<file path="src/rtl/ctxsw_pkg.sv">
// Shared types and helpers for the context switch sequencer.
// Assumes: the users of the package compute every derived width from it.
package ctxsw_pkg;

    // Phase of the transfer sequencer
    typedef enum logic [1:0] {
        ST_IDLE  = 2'd0,
        ST_READ  = 2'd1,
        ST_DRAIN = 2'd2
    } seq_state_t;

    // Integer division rounded up, used for words per context
    function automatic int ceil_div(input int num, input int den);
        return (num + den - 1) / den;
    endfunction

endpackage

</file>
<file path="src/rtl/ctxsw_addr_gen.sv">
// Maps a (context, word) pair onto a flat RAM word address.
// Assumes: contexts are packed back to back, WPC words each, and the
// caller keeps the word number below WPC (or discards the access).
module ctxsw_addr_gen #(
    parameter int WPC    = 182,
    parameter int CTX_W  = 4,
    parameter int WIDX_W = 8,
    parameter int ADDR_W = 12
) (
    input  logic [CTX_W-1:0]  ctx,
    input  logic [WIDX_W-1:0] word,
    output logic [ADDR_W-1:0] addr
);

    // Base of the context plus offset of the word
    always_comb begin
        addr = ADDR_W'(ctx) * ADDR_W'(WPC) + ADDR_W'(word);
    end

endmodule

</file>
<file path="src/rtl/ctxsw_pad.sv">
// Clears the unused top bits of the last word of a context.
// Assumes: the padding is fewer than WORD_W bits, which holds because WPC is
// the rounded-up word count.
module ctxsw_pad #(
    parameter int WORD_W   = 32,
    parameter int PAD_BITS = 16
) (
    input  logic              is_last,
    input  logic [WORD_W-1:0] din,
    output logic [WORD_W-1:0] dout
);

    generate
        if (PAD_BITS == 0) begin : g_no_pad
            // Context fills its last word exactly: pass through
            always_comb dout = din;
            logic unused_last;
            assign unused_last = is_last;
        end else begin : g_pad
            localparam logic [WORD_W-1:0] KEEP = {WORD_W{1'b1}} >> PAD_BITS;
            // Mask the padding only on the last word
            always_comb dout = is_last ? (din & KEEP) : din;
        end
    endgenerate

endmodule

</file>
<file path="src/rtl/ctxsw_arbiter.sv">
// Shares the single RAM port between the switch sequencer and host writes.
// Assumes: a switch owns the port for its whole duration; while idle, a
// pending switch request takes precedence over a host write.
module ctxsw_arbiter #(
    parameter int NUM_CTX = 16,
    parameter int WPC     = 182,
    parameter int WORD_W  = 32,
    parameter int WIDX_W  = 8,
    parameter int ADDR_W  = 12
) (
    input  logic              clk,
    input  logic              rst_n,
    input  logic              busy,
    input  logic              sw_req,
    output logic              start,
    input  logic              host_valid,
    output logic              host_ready,
    input  logic [WIDX_W-1:0] host_word,
    input  logic [ADDR_W-1:0] host_addr,
    input  logic [WORD_W-1:0] host_data,
    input  logic              rd_en,
    input  logic [ADDR_W-1:0] rd_addr,
    output logic              ram_en,
    output logic              ram_we,
    output logic [ADDR_W-1:0] ram_addr,
    output logic [WORD_W-1:0] ram_wdata
);

    logic word_ok;
    logic host_go;

    // Grant: switch first, host only when the port is free
    always_comb begin
        start      = sw_req && !busy;
        host_ready = !busy && !sw_req;
        word_ok    = int'(host_word) < WPC;
        host_go    = host_valid && host_ready && word_ok;
    end

    // Drive the RAM port from the current owner
    always_comb begin
        ram_en    = rd_en || host_go;
        ram_we    = host_go && !rd_en;
        ram_addr  = rd_en ? rd_addr : host_addr;
        ram_wdata = host_data;
    end

    AST_ADDR_RANGE: assert property (@(posedge clk) disable iff (!rst_n)
        ram_en |-> (int'(ram_addr) < NUM_CTX * WPC));

    AST_NO_HOST_IN_SWITCH: assert property (@(posedge clk) disable iff (!rst_n)
        busy |-> !(ram_en && ram_we));

endmodule

</file>
<file path="src/rtl/ctxsw_seq.sv">
// Transfer sequencer: walks the words of one context, issues one RAM read
// per cycle and writes each returned word to the array a cycle later.
// Assumes: the RAM returns read data exactly one cycle after the address.
module ctxsw_seq
    import ctxsw_pkg::*;
#(
    parameter int WPC    = 182,
    parameter int CTX_W  = 4,
    parameter int WIDX_W = 8
) (
    input  logic              clk,
    input  logic              rst_n,
    input  logic              start,
    input  logic [CTX_W-1:0]  start_ctx,
    output logic              busy,
    output logic              done,
    output logic              rd_en,
    output logic [CTX_W-1:0]  rd_ctx,
    output logic [WIDX_W-1:0] rd_word,
    output logic              arr_we,
    output logic [WIDX_W-1:0] arr_idx,
    output logic              arr_last
);

    localparam logic [WIDX_W-1:0] LAST_IDX = WIDX_W'(WPC - 1);

    seq_state_t        state;
    logic [CTX_W-1:0]  ctx_q;
    logic [WIDX_W-1:0] rd_idx;
    logic              vld_q;
    logic [WIDX_W-1:0] idx_q;
    logic              done_q;

    // Phase, latched context and read word counter
    always_ff @(posedge clk) begin
        if (!rst_n) begin
            state  <= ST_IDLE;
            ctx_q  <= '0;
            rd_idx <= '0;
        end else begin
            case (state)
                ST_IDLE: begin
                    if (start) begin
                        state  <= ST_READ;
                        ctx_q  <= start_ctx;
                        rd_idx <= '0;
                    end
                end
                ST_READ: begin
                    if (rd_idx == LAST_IDX) begin
                        state  <= ST_DRAIN;
                        rd_idx <= '0;
                    end else begin
                        rd_idx <= rd_idx + 1'b1;
                    end
                end
                ST_DRAIN: state <= ST_IDLE;
                default:  state <= ST_IDLE;
            endcase
        end
    end

    // One-cycle delay matching the RAM read latency
    always_ff @(posedge clk) begin
        if (!rst_n) begin
            vld_q  <= 1'b0;
            idx_q  <= '0;
            done_q <= 1'b0;
        end else begin
            vld_q  <= (state == ST_READ);
            idx_q  <= rd_idx;
            done_q <= (state == ST_DRAIN);
        end
    end

    // Outputs toward the arbiter, the array and the handshake
    always_comb begin
        busy     = (state != ST_IDLE);
        done     = done_q;
        rd_en    = (state == ST_READ);
        rd_ctx   = ctx_q;
        rd_word  = rd_idx;
        arr_we   = vld_q;
        arr_idx  = idx_q;
        arr_last = vld_q && (idx_q == LAST_IDX);
    end

    AST_READ_PACED: assert property (@(posedge clk) disable iff (!rst_n)
        arr_we |-> ($past(rd_en) && arr_idx == $past(rd_word)));

    AST_WORD_ORDER: assert property (@(posedge clk) disable iff (!rst_n)
        (arr_we && $past(arr_we)) |-> (arr_idx == WIDX_W'($past(arr_idx) + 1'b1)));

    AST_DONE_PULSE: assert property (@(posedge clk) disable iff (!rst_n)
        done |=> !done);

    AST_DONE_AFTER_LAST: assert property (@(posedge clk) disable iff (!rst_n)
        done |-> ($past(arr_we) && $past(arr_idx) == LAST_IDX && !busy));

    AST_CTX_HELD: assert property (@(posedge clk) disable iff (!rst_n)
        (busy && $past(busy)) |-> $stable(ctx_q));

endmodule

</file>
<file path="src/rtl/ctx_switch_ctrl.sv">
// Top of the context switch sequencer: contexts stored in a shared
// single-port RAM are copied word by word into the array on request, and
// host preload writes are arbitrated against the switch reads.
// Assumes: external RAM with one cycle of read latency, NUM_CTX*WPC words.
module ctx_switch_ctrl
    import ctxsw_pkg::*;
#(
    parameter  int NUM_CTX  = 16,
    parameter  int CFG_BITS = 5808,
    parameter  int WORD_W   = 32,
    localparam int WPC      = ctxsw_pkg::ceil_div(CFG_BITS, WORD_W),
    localparam int CTX_W    = (NUM_CTX > 1) ? $clog2(NUM_CTX) : 1,
    localparam int WIDX_W   = (WPC > 1) ? $clog2(WPC) : 1,
    localparam int ADDR_W   = (NUM_CTX * WPC > 1) ? $clog2(NUM_CTX * WPC) : 1
) (
    input  logic              clk,
    input  logic              rst_n,
    input  logic              sw_req,
    input  logic [CTX_W-1:0]  sw_ctx,
    output logic              sw_busy,
    output logic              sw_done,
    input  logic              host_wr_valid,
    output logic              host_wr_ready,
    input  logic [CTX_W-1:0]  host_wr_ctx,
    input  logic [WIDX_W-1:0] host_wr_word,
    input  logic [WORD_W-1:0] host_wr_data,
    output logic              ram_en,
    output logic              ram_we,
    output logic [ADDR_W-1:0] ram_addr,
    output logic [WORD_W-1:0] ram_wdata,
    input  logic [WORD_W-1:0] ram_rdata,
    output logic              arr_we,
    output logic [WIDX_W-1:0] arr_idx,
    output logic [WORD_W-1:0] arr_data
);

    localparam int PAD_BITS = WPC * WORD_W - CFG_BITS;

    logic              start;
    logic              rd_en;
    logic [CTX_W-1:0]  rd_ctx;
    logic [WIDX_W-1:0] rd_word;
    logic [ADDR_W-1:0] rd_addr;
    logic [ADDR_W-1:0] host_addr;
    logic              arr_last;

    ctxsw_seq #(.WPC(WPC), .CTX_W(CTX_W), .WIDX_W(WIDX_W)) u_seq (
        .clk      (clk),
        .rst_n    (rst_n),
        .start    (start),
        .start_ctx(sw_ctx),
        .busy     (sw_busy),
        .done     (sw_done),
        .rd_en    (rd_en),
        .rd_ctx   (rd_ctx),
        .rd_word  (rd_word),
        .arr_we   (arr_we),
        .arr_idx  (arr_idx),
        .arr_last (arr_last)
    );

    ctxsw_addr_gen #(.WPC(WPC), .CTX_W(CTX_W), .WIDX_W(WIDX_W), .ADDR_W(ADDR_W)) u_rd_addr (
        .ctx (rd_ctx),
        .word(rd_word),
        .addr(rd_addr)
    );

    ctxsw_addr_gen #(.WPC(WPC), .CTX_W(CTX_W), .WIDX_W(WIDX_W), .ADDR_W(ADDR_W)) u_wr_addr (
        .ctx (host_wr_ctx),
        .word(host_wr_word),
        .addr(host_addr)
    );

    ctxsw_arbiter #(
        .NUM_CTX(NUM_CTX), .WPC(WPC), .WORD_W(WORD_W),
        .WIDX_W(WIDX_W), .ADDR_W(ADDR_W)
    ) u_arb (
        .clk       (clk),
        .rst_n     (rst_n),
        .busy      (sw_busy),
        .sw_req    (sw_req),
        .start     (start),
        .host_valid(host_wr_valid),
        .host_ready(host_wr_ready),
        .host_word (host_wr_word),
        .host_addr (host_addr),
        .host_data (host_wr_data),
        .rd_en     (rd_en),
        .rd_addr   (rd_addr),
        .ram_en    (ram_en),
        .ram_we    (ram_we),
        .ram_addr  (ram_addr),
        .ram_wdata (ram_wdata)
    );

    ctxsw_pad #(.WORD_W(WORD_W), .PAD_BITS(PAD_BITS)) u_pad (
        .is_last(arr_last),
        .din    (ram_rdata),
        .dout   (arr_data)
    );

endmodule

</file>
<file path="config.mk">
export PLATFORM = sky130hd
export DESIGN_NAME = ctx_switch_ctrl
export DESIGN_NICKNAME = d
export VERILOG_FILES = /design/src/rtl/ctxsw_pkg.sv /design/src/rtl/ctxsw_addr_gen.sv /design/src/rtl/ctxsw_pad.sv /design/src/rtl/ctxsw_arbiter.sv /design/src/rtl/ctxsw_seq.sv /design/src/rtl/ctx_switch_ctrl.sv
export SDC_FILE = /design/constraint.sdc
export NUM_CORES = 1
export LEC_CHECK = 0
export BUFFER_PORTS_ARGS = -buffer_cell sky130_fd_sc_hd__buf_2
export CAP_MARGIN = 0
export CORE_ASPECT_RATIO = 0.5
export CORE_MARGIN = 4
export CORE_UTILIZATION = 25
export CTS_BUF_LIST = sky130_fd_sc_hd__clkbuf_16
export DETAILED_ROUTE_END_ITERATION = 10
export GPL_TIMING_DRIVEN = 0
export HOLD_SLACK_MARGIN = 0.15
export PLACE_DENSITY = 0.53
export SYNTH_ARGS = -nofsm -noshare
export SYNTH_HDL_FRONTEND = slang
export SYNTH_SLANG_ARGS = --single-unit
</file>
<file path="constraint.sdc">
create_clock -name clk -period 4.2 [get_ports clk]
set_input_delay 0.21 -clock clk [delete_from_list [all_inputs] [get_ports clk]]
set_output_delay 0.21 -clock clk [all_outputs]
set_load 0.1 [all_outputs]
</file>
Word level (Yosys, flattened, before mapping)
Index checks and enable logic that the tools add are counted.
Widths: inputs -> output; s select.
{ "op_classes": {"n_addsub": 3, "mul": 2, "n_lt_le_gt_ge": 1, "eq_ne": 6, "mux": 8, "reduce_logical": 16} }
{ "op_table": {"columns": ["op", "count"], "rows": [
  ["$mux 32", 1],
  ["$add 12x8->12", 2],
  ["$mul 4x7->11 const B", 2],
  ["$eq 8x8->1 const B", 2],
  ["$mux 8", 2],
  ["$pmux 8 s2", 1],
  ["$mux 12", 1],
  ["$add 8x1->8 const B", 1],
  ["$lt 8x8->1 const B", 1],
  ["$logic_and 1x1->1", 6],
  ["$reduce_and 2->1", 3],
  ["$mux 2", 2],
  ["$ne 2x2->1 const B", 2],
  ["$pmux 2 s2", 1],
  ["$reduce_bool 2->1", 2],
  ["$logic_not 1->1", 3],
  ["$eq 2x1->1 const B", 1],
  ["$eq 2x2->1 const B", 1],
  ["$logic_not 2->1", 1],
  ["$logic_or 1x1->1", 1]
]} }
{ "totals": {"register_bits": 24, "inputBits": 84, "out_inout_bits": 90, "elab_cells": 42} }

Depth between registers and ports, before layout
{ "logic_depth": {"depth_word": 6, "ltp_mapped": 13, "ltp_nobuf": 13} }

Modules after synthesis
Synthesis repeated with hierarchy kept, for this count alone.
{ "hier_totals": {"hier_cells": 351, "area_unflattened_um2": 3211.8} }
{ "modules_own_cells": {"columns": ["module", "n_inst", "cells_per_inst", "area_per_inst_um2", "seq_area_each_um2"], "rows": [
  ["ctxsw_seq", 1, 93, 927.1, 480.5],
  ["ctxsw_addr_gen (u_rd_addr)", 1, 88, 797.0, 0.0],
  ["ctxsw_addr_gen (u_wr_addr)", 1, 84, 764.5, 0.0],
  ["ctxsw_arbiter", 1, 53, 459.2, 0.0],
  ["ctxsw_pad", 1, 33, 264.0, 0.0]
]} }

Worst setup path after synthesis
Ideal clock, no wire load.
{ "synth_timing": {"kind": "flip-flop to output port", "from": "reg u_seq.ctx_q[2] (netlist: u_seq.rd_ctx[2])", "to": "out ram_addr[7]", "t_arrival_ps": 4541, "required_time_ps": 3990, "path_slack_ps": -551, "path_stages_with_launch": 10, "path_buffers": 0, "cell_sequence": "dfxtp_1 -> ha_1 -> fa_1 -> ha_1 -> maj3_1 -> a21oi_1 -> xnor2_1 -> ha_1 -> xnor2_1 -> o21ai_0"} }
{ "synth_via": {"elab_chain_len": 3} }
{ "synth_lines": {"columns": ["item", "line", "source"], "rows": [
  ["start: declaration", "ctxsw_seq.sv:28", "logic [CTX_W-1:0] ctx_q;"],
  ["start signal: assignment", "ctxsw_seq.sv:45", "ctx_q <= start_ctx;"],
  ["$mul 4x7->11", "ctxsw_addr_gen.sv:17", "addr = ADDR_W'(ctx) * ADDR_W'(WPC) + ADDR_W'(word);"],
  ["$add 12x8->12", "ctxsw_addr_gen.sv:17", null],
  ["$mux 12", "ctxsw_arbiter.sv:44", "ram_addr = rd_en ? rd_addr : host_addr;"],
  ["end: declaration", "ctx_switch_ctrl.sv:29", "output logic [ADDR_W-1:0] ram_addr,"]
]} }
Every way passes these cells.

Worst setup path in the final report
{ "layout_timing": {"from": "reg u_seq.ctx_q[2] (netlist: u_seq.rd_ctx[2])", "to": "out ram_addr[11]"} }
Same word-level chain as after synthesis.

==> flow_summary.json <==
{
  "status": "complete, no violations",
  "critPathCaptureType": "primary output",
  "yosys.cell_types.count": 55,
  "numCtsBuffers": 3,
  "fin_crit_sh_pct": 93.9,
  "grt_pass1_wl_mm": 13.0,
  "antenna_left": 0,
  "seq_area_frac_synth_pct": 15.7,
  "gp_congestion": 0.837,
  "cts_setup_buffers": 0,
  "cts_buffer_depth": 2,
  "finalSetupTns_ns": 0,
  "core-area_um2": 11900,
  "synth_edf_count": 0,
  "grt_pass1_vias": 2741,
  "syn_nets": 500,
  "setup_slack_ns": 0.256,
  "synthesis.area_um2": 3050,
  "avgSynthCellArea_um2": 8.39,
  "die_area_um2": 14200,
  "grt_max_degree": 14,
  "synth_commonest_cells": "49 x buf_4, 46 x ha_1, 29 x a21oi_1, 29 x nand2_1",
  "hold_viol_final": 0,
  "drc_errors": 0,
  "yosysTopAreaCell": "ha_1",
  "start_kind": "flop",
  "fin_cells": 658,
  "setup_viol": 0,
  "drive_above_1_share_pct": 40.2,
  "cts_tree": "built",
  "place_worst_setup_slack_ns": 0.345,
  "place_area_um2": 3900,
  "cp.required_ns": 3.99,
  "rsz0062_at_grt": "yes",
  "htreeDepth": 1,
  "antenna_found_initial": 0,
  "leakagePower_nw": 2.05,
  "drt-wirelength-per-cell_um": 12.4,
  "fin_area_um2": 4000,
  "dp.cells": 654,
  "ys_seq_elements": 24,
  "clock_skew_ns": 0.00265,
  "critical_path_class": "reg -> out",
  "yosys-top-cells-area": "ha_1 19%, dfxtp_1 16%, buf_4 12%, xnor2_1 5.2%, a21oi_1 4.8%",
  "maxCapViolCount": 0,
  "initial_core_util_pct": 25.7,
  "dp_hpwl_mm": 7.16,
  "io_pins": 174,
  "vias": 2844,
  "postSynth.asyncResetShare_pct": 0,
  "max_slew_margin_pct": 53.5,
  "root_buffer": "clkbuf_16",
  "port_buffers": 125,
  "arrival_ns": 3.73,
  "tightest_slew_ns": 0.698,
  "vias_per_cell": 4.32,
  "n_antenna_cell": 0,
  "clock.fmax_ghz": 0.254,
  "drt_wl_total_mm": 8.18,
  "clk_latency_ns": 0.26,
  "hold_path.class": "in -> reg",
  "cts.sinks": 24,
  "slew_viol_final": 0,
  "crit_fanout": 4,
  "ys.flop_type": "dfxtp_1",
  "post-synth-top-area-fraction_pct": 18.9,
  "placementRows": 28,
  "grt_overflow_total": 0,
  "track_usage_pct": 11.0,
  "fp.dieW_um": 164,
  "die_h_um": 86.1,
  "fin_nets": 630,
  "postSynthCellCount": 364,
  "drt_first_pass_iters": 4,
  "clkTransAtPathRegs_ns": 0.06,
  "yosysWarnings": 0,
  "layout_min_cycle_time_ns": 3.94,
  "drtIter0Drc": 140,
  "yosysMostFrequentCell": "buf_4",
  "syn_to_final_growth_pct": 31.0,
  "power.density_nw_per_um2": 423,
  "peakVddDrop_uv": 324
}
## registers in the layout, indices dropped and copies added, names as in the netlist
| signal | count |
|---|---|
| u_seq.rd_word | 8 |
| u_seq.state | 2 |
| u_seq.arr_idx | 8 |
| u_seq.done | 1 |
| u_seq.rd_ctx | 4 |
| u_seq.arr_we | 1 |
## cell families after synthesis
family	share of synthesized area, %
AO/OA/AOI/OAI	15.5
XOR/XNOR	11.1
adder cells (fa/ha/maj)	23.4
buffers and inverters	13.9
flip-flops	15.7
multiplexers	2.09
AND/OR/NAND/NOR	18.2
## power breakdown
| group | leakage (nW) | internal (W) | total [W] | switching, W |
|---|---|---|---|---|
| clock network | 0.0385 | 0.000127 | 0.000206 | 0.0000789 |
| registers | 0.195 | 0.000233 | 0.000240 | 0.00000682 |
| logic | 1.82 | 0.000316 | 0.00125 | 0.000930 |
| total | 2.05 | 0.000676 | 0.00169 | 0.00102 |
## path summary, 6_finish.rpt
path | start | slack [ns] | endpoint | cells past startpoint
worst max register to register | u_seq.rd_word[1]$_SDFFE_PN0P_ | 2.22 | u_seq.rd_word[6]$_SDFFE_PN0P_ | 7
worst min-delay path | sw_ctx[3] | 0.20 | u_seq.rd_ctx[3]$_SDFFE_PN0P_ | 3
worst min register to register | u_seq.state[0]$_SDFFE_PN0P_ | 0.44 | u_seq.done$_SDFF_PN0_ | 1
worst max-delay path | u_seq.rd_ctx[2]$_SDFFE_PN0P_ | 0.26 | ram_addr[11] | 13
## layout by cell type, fill, tap and decap left out, types with 12 or more instances in the layout
| master | netlist | routed |
|---|---|---|
| a21oi_1 | 29 | 28 |
| xnor2_1 | 18 | 18 |
| buf_4 | 49 | 49 |
| ha_1 | 46 | 46 |
| xor2_1 | 14 | 14 |
| dfxtp_1 | 24 | 24 |
| nor2b_1 | 17 | 17 |
| nand2_1 | 29 | 29 |
| nor2_1 | 24 | 24 |
| buf_2 | 0 | 121 |
| o21ai_0 | 15 | 12 |
## through the flow
step	power [W]	utilization [%]	hold slack [ns]
2_1_floorplan	0.00130	-	0.346
3_3_place_gp	0.00148	32.8	0.428
3_5_place_dp	0.00148	32.8	0.429
4_1_cts	0.00168	33.5	0.209
5_1_grt	0.00178	33.7	0.214
6_report	0.00169	33.7	0.203
## routing by layer
metal	share of wire [%]	track usage, %	up-vias
li1	-	-	1484
met1	46	14.3	1238
met2	44	18.7	111
met3	8.4	1.63	11
met4	1.8	3.35	0
met5	0	0	-
## final cells by class
type                            instances  area (um^2)
Inverter                               10         37.5
Timing Repair Buffer                  125          643
Buffer                                 54          387
Clock inverter                          1         3.75
Clock buffer                            3         75.1
Fill cell                            1243         7880
Tap cell                              165          206
Sequential cell                        24          480
Multi-Input combinational cell        276         2170
## worst max-delay path, cell delays in order (launching register included)
cell	delay [ns]
dfxtp_1	0.34
ha_1	0.32
fa_1	0.54
ha_1	0.29
xnor2_1	0.21
xnor2_1	0.09
ha_1	0.35
nand2_1	0.06
o21ai_0	0.32
a21oi_1	0.15
and4bb_1	0.30
xor2_1	0.19
mux2i_2	0.10
buf_6	0.21
## repair_timing
action | CTS | global route
hold buffers | 0 | 0
resized for setup | 0 | 9
endpoints found under the setup margin | 0 | 4
No activity file was read; power rests on OpenSTA's default activity.
